## src/rtl/pcg_pkg.sv

```systemverilog
package pcg_pkg;
    localparam int PCG_NPRED = 64;
    localparam int PCG_WIDTH = 32;
endpackage

```

## src/rtl/pcg_pred_file.sv

```systemverilog
module pcg_pred_file #(
    parameter int NPRED = 64,
    parameter int IW    = 6
) (
    input  logic             clk,
    input  logic             rst_n,
    input  logic             wr_valid,
    input  logic             wr_cond,
    input  logic [IW-1:0]    wr_idx_t,
    input  logic [IW-1:0]    wr_idx_f,
    output logic [NPRED-1:0] state_q
);
    // guard 0 is a constant true; writes to it are dropped
    assign state_q[0] = 1'b1;

    for (genvar gi = 1; gi < NPRED; gi++) begin : g_bit
        logic bit_q;
        always_ff @(posedge clk or negedge rst_n) begin
            if (!rst_n) begin
                bit_q <= 1'b0;
            end else if (wr_valid && (wr_idx_f == IW'(gi))) begin
                // inverted destination checked first: it wins on a collision
                bit_q <= ~wr_cond;
            end else if (wr_valid && (wr_idx_t == IW'(gi))) begin
                bit_q <= wr_cond;
            end
        end
        assign state_q[gi] = bit_q;
    end
endmodule

```

## src/rtl/pcg_pred_read.sv

```systemverilog
module pcg_pred_read #(
    parameter int NPRED = 64,
    parameter int IW    = 6
) (
    input  logic [NPRED-1:0] state,
    input  logic [IW-1:0]    rd_idx,
    input  logic             byp_valid,
    input  logic             byp_cond,
    input  logic [IW-1:0]    byp_t,
    input  logic [IW-1:0]    byp_f,
    output logic             pred_o
);
    logic not_zero;
    assign not_zero = (rd_idx != '0);

    always_comb begin
        if (byp_valid && not_zero && (rd_idx == byp_f)) begin
            pred_o = ~byp_cond;
        end else if (byp_valid && not_zero && (rd_idx == byp_t)) begin
            pred_o = byp_cond;
        end else begin
            pred_o = state[rd_idx];
        end
    end
endmodule

```

## src/rtl/pcg_commit_sel.sv

```systemverilog
module pcg_commit_sel #(
    parameter int W = 32
) (
    input  logic         valid,
    input  logic         wen,
    input  logic         cmov,
    input  logic         pred,
    input  logic [W-1:0] result,
    input  logic [W-1:0] old,
    output logic         commit,
    output logic         wr_en,
    output logic [W-1:0] wr_data
);
    always_comb begin
        commit = valid && pred;
        if (cmov) begin
            wr_en   = valid && wen;
            wr_data = pred ? result : old;
        end else begin
            wr_en   = valid && wen && pred;
            wr_data = result;
        end
    end
endmodule

```

## src/rtl/pred_commit_gate.sv

```systemverilog
module pred_commit_gate #(
    parameter int NPRED = pcg_pkg::PCG_NPRED,
    parameter int W     = pcg_pkg::PCG_WIDTH,
    localparam int IW   = $clog2(NPRED)
) (
    input  logic          clk,
    input  logic          rst_n,
    input  logic          cmp_valid,
    input  logic          cmp_cond,
    input  logic [IW-1:0] cmp_dst_t,
    input  logic [IW-1:0] cmp_dst_f,
    input  logic          ins_valid,
    input  logic [IW-1:0] ins_pidx,
    input  logic          ins_wen,
    input  logic          ins_cmov,
    input  logic [W-1:0]  ins_result,
    input  logic [W-1:0]  ins_old,
    output logic          commit,
    output logic          wr_en,
    output logic [W-1:0]  wr_data
);
    logic [NPRED-1:0] guard_vec;
    logic             guard_now;

    pcg_pred_file #(.NPRED(NPRED), .IW(IW)) u_file (
        .clk      (clk),
        .rst_n    (rst_n),
        .wr_valid (cmp_valid),
        .wr_cond  (cmp_cond),
        .wr_idx_t (cmp_dst_t),
        .wr_idx_f (cmp_dst_f),
        .state_q  (guard_vec)
    );

    pcg_pred_read #(.NPRED(NPRED), .IW(IW)) u_read (
        .state     (guard_vec),
        .rd_idx    (ins_pidx),
        .byp_valid (cmp_valid),
        .byp_cond  (cmp_cond),
        .byp_t     (cmp_dst_t),
        .byp_f     (cmp_dst_f),
        .pred_o    (guard_now)
    );

    pcg_commit_sel #(.W(W)) u_sel (
        .valid   (ins_valid),
        .wen     (ins_wen),
        .cmov    (ins_cmov),
        .pred    (guard_now),
        .result  (ins_result),
        .old     (ins_old),
        .commit  (commit),
        .wr_en   (wr_en),
        .wr_data (wr_data)
    );
endmodule

```

## config.mk

```make
export PLATFORM = sky130hd
export DESIGN_NAME = pred_commit_gate
export DESIGN_NICKNAME = d
export VERILOG_FILES = /design/src/rtl/pcg_pkg.sv /design/src/rtl/pcg_pred_file.sv /design/src/rtl/pcg_pred_read.sv /design/src/rtl/pcg_commit_sel.sv /design/src/rtl/pred_commit_gate.sv
export SDC_FILE = /design/constraint.sdc
export NUM_CORES = 1
export LEC_CHECK = 0
export ABC_CLOCK_PERIOD_IN_PS = 3900
export BUFFER_PORTS_ARGS = -buffer_cell sky130_fd_sc_hd__buf_2
export CAP_MARGIN = 20
export CORE_ASPECT_RATIO = 0.75
export CORE_UTILIZATION = 24
export DETAILED_ROUTE_END_ITERATION = 8
export GPL_ROUTABILITY_DRIVEN = 0
export GPL_TIMING_DRIVEN = 1
export PLACE_DENSITY = 0.38
export SLEW_MARGIN = 20
export SYNTH_ARGS = -nofsm -noshare
export SYNTH_HDL_FRONTEND = slang
export SYNTH_SLANG_ARGS = --single-unit
```

## constraint.sdc

```tcl
create_clock -name clk -period 3.9 [get_ports clk]
set_clock_uncertainty 0.15 [all_clocks]
set_input_delay 0.585 -clock clk [delete_from_list [all_inputs] [get_ports clk]]
set_output_delay 0.585 -clock clk [all_outputs]
set_load 0.05 [all_outputs]
```

==> flow_summary_export.csv <==
group,metric,value,unit
clock_tree,htree_levels,3,
synthesis,ys_seq_elements,63,
pwr,clockPowerShare,0.326,
clock_tree,holdBufCountCts,0,
cells_and_area,final_cell_mix,"buf_2 (122), nor2_1 (80), o21ai_0 (68)",
pwr,swShare,0.3718,
grt,grt_pass1_wl,30.87,mm
grt,grt-ovfl-total,0,
critical_path,crit_slowest_cell,"buf_2",
cells_and_area,area_growth,21.53,%
timing,rsz0062_at_grt,"false",
cells_and_area,largest_reg_flops,63,
floorplan,floorplan.initialDensity,0.2443,
synthesis,yosys-top-cells-area,"dfrtp_1 (31%), o21ai_0 (6.6%), nor2_1 (5.8%), o221ai_1 (5.6%), mux2i_1 (4.7%)",
timing,maxSlewHeadroom,0.2839,
grt,grt_pass1_vias,4891,
timing,hold_viol,0,
cells_and_area,final_nets,813,
routing,drc,0,
critical_path,crit_required,3.16,ns
cells_and_area,drive_gt1_frac,0.2689,
synthesis,synth_area_leader_cell,"dfrtp_1",
critical_path,startpoint,"ins_pidx[1]",
synthesis,synth-seq-area-share,0.3055,
timing,hold_ws,0.3007,ns
placed_design,dp_cells,1001,
pwr,p_per_area,408.6,nW/µm²
cells_and_area,diodes,0,
routing,routedWlPerCell,20.53,µm
floorplan,die_y,129.0,µm
clock_tree,cts.sinks,63,
critical_path,cp-start-kind,"primary input",
critical_path,cpPeakStageDelay,0.36,ns
routing,routed.top_layer,"met4",
grt,grtUsageTotal,0.1892,
synthesis,ys_warn_count,0,
min_path,hp-class,"primary input to async pin",
synthesis,syn_inst,633,
synthesis,syn_avg_cell_area,8.152,µm²
critical_path,reg2reg_from,"u_file.g_bit[21].bit_q",
clock_tree,root_buffer,"clkbuf_16",
synthesis,synthFlopType,"dfrtp_1",
critical_path,worstPathMaxFanout,34,
critical_path,crit_chain,"buf_2 > buf_4 > mux4_2 > mux2i_1 > o22ai_1 > inv_1 > a31oi_4 > buf_12 > o32ai_1 > buf_2",
placed_design,dp_slack,0.1502,ns
routing,vias,5400,
routing,wl,20.88,mm
cells_and_area,top_register,"u_file.g_bit.bit_q",
critical_path,crit_arrival,3.00,ns
pwr,p_seq_frac,0.353,
synthesis,synthesis.nets,722,
pwr,p_switching,952.5,µW
placed_design,port_buffers,122,
clock_tree,cts_buffer_depth,2,
run,maxCapViolations,0,
timing,fmax,0.2674,GHz
routing,first_pass_iters,5,
routing,wl_met2,9.259,mm
clock_tree,ctsResizeCount,0,
critical_path,worstSetupEndpointType,"output pin",
floorplan,die_area,22100,µm²
floorplan,die_x,171.3,µm
clock_tree,cts_buffers,9,
synthesis,synth-edff-count,0,
clock_tree,clk_pin_slew,0.06,ns
cells_and_area,fin_cells,1017,
timing,setup_slack,0.1607,ns
synthesis,yosys.area.top_type_share,0.3055,
clock_tree,post_cts_buffers,0,
critical_path,cp_common_cell,"buf_2",
cells_and_area,largestRegisters,"u_file.g_bit.bit_q x63",
pwr,p_int,1610,µW
clock_tree,tritoncts,"built",
pwr,cellLeakagePower,0.002438,µW
timing,worstMarginPinSlew,1.070,ns
routing,route.met3.wl,1.320,mm
timing,final.period_utilization,0.9588,
floorplan,io_pins,123,
routing,antenna_left,0,
cells_and_area,fill_cells,2314,
synthesis,synth_cell_types,51,
placed_design,dp_hpwl,15.04,mm
pwr,irDropWorstVdd,0.1473,mV
timing,drv_slew,0,
synthesis,async_flop_share,1.000,
synthesis,syn-cell-area,5160,µm²
timing,fin_crit,3.739,ns
timing,finalSetupTns,0,ns
floorplan,rows,46,
run_status,status,"finished clean",
floorplan,fp.coreArea,21120,µm²
routing,viasPerCell,5.310,
critical_path,critPathKind,"primary input to output pin",
pwr,power_frac_comb,0.322,
cells_and_area,layout_commonest_cell,"buf_2",
routing,wl_met1,10.17,mm
grt,antenna_found_initial,0,
clock_tree,worstSkewPairLatency,0.33,ns
grt,grt_max_degree,80,
routing,drtIter0Drc,383,
timing,finalSetupViolations,0,
-- critical path, delay by kind of cell --
family / cells / cell delay, ns
AO/OA/AOI/OAI: 3 / 0.46
buffers and inverters: 5 / 1.28
multiplexers: 2 / 0.65
-- logic make-up (layout without fill, tap and decap cells) --
group,after synthesis,count (layout),synth area share
compound gates,174,174,0.2510
xor+xnor,12,12,0.02037
buf+inv,96,192,0.08923
flops,63,63,0.3055
mux,41,41,0.1055
simple gates,247,247,0.2284
-- cell type report --
cell class | count | area, µm² | area share
sequential | 63 | 1577 | 0.2514
clock inverter | 7 | 72.57 | 0.01157
multi-input combinational | 474 | 3134 | 0.4998
tap | 288 | 360.3 | 0.05746
inverter | 37 | 138.9 | 0.02215
timing repair buffer | 139 | 763.2 | 0.1217
clock buffer | 9 | 225.2 | 0.03591
-- cells in the mapped netlist, types with 2 or more instances --
cell       instances
clkbuf_1          43
buf_6              8
o22ai_1           16
mux2_2             6
o221ai_1          33
mux4_2            10
nor3_1            35
o21ai_0           68
a221oi_1           2
nor4_1            17
a22oi_1            2
mux2i_1           24
a2bb2oi_1          2
nand2b_1           5
nand4_1            5
nand2_1           55
a31oi_1            3
xor2_1            10
o32ai_2           10
inv_1             35
dfrtp_1           63
nor2b_1           10
buf_4              2
or2_2              8
o32ai_1           22
nor2_1            80
xnor2_1            2
buf_2              3
nand3_1           16
nor3b_1            5
clkinv_1           2
a211oi_1          12
-- layer usage --
metal | vias up | GRT usage
met4 | 0 | 0.03309
met2 | 180 | 0.2848
met1 | 2657 | 0.2802
met5 | - | 0
met3 | 14 | 0.03660
li1 | 2549 | -
-- final timing paths --
kind / end / slack, ns / cells after the start
setup / recovery: wr_data[15] / 0.16 / 10
hold / removal: u_file.g_bit[63].bit_q / 0.30 / 2
setup reg to reg: u_file.g_bit[21].bit_q / 2.88 / 2
hold reg to reg: u_file.g_bit[3].bit_q / 0.37 / 2
max in group asynchronous: u_file.g_bit[11].bit_q / 2.68 / 2
min in group clk: u_file.g_bit[3].bit_q / 0.37 / 2
-- per-stage QoR --
step / util / area [µm²] / power, µW
after detailed placement: 0.2826 / 5969 / 1737
after CTS: 0.2967 / 6267 / 2580
after global routing: 0.2969 / 6271 / 2689
after global placement: 0.2823 / 5962 / 1722
after floorplan: - / 5167 / 1499
final: 0.2969 / 6271 / 2562
-- power by group through the flow --
stage,clock [µW],sequential [µW],combinational [µW]
after floorplan,0,865,634
after global placement,0,910,812
after detailed placement,0,911,826
after CTS,853,899,827
after global routing,879,915,895
final,834,903,825
(Power assumes the default switching activity.)
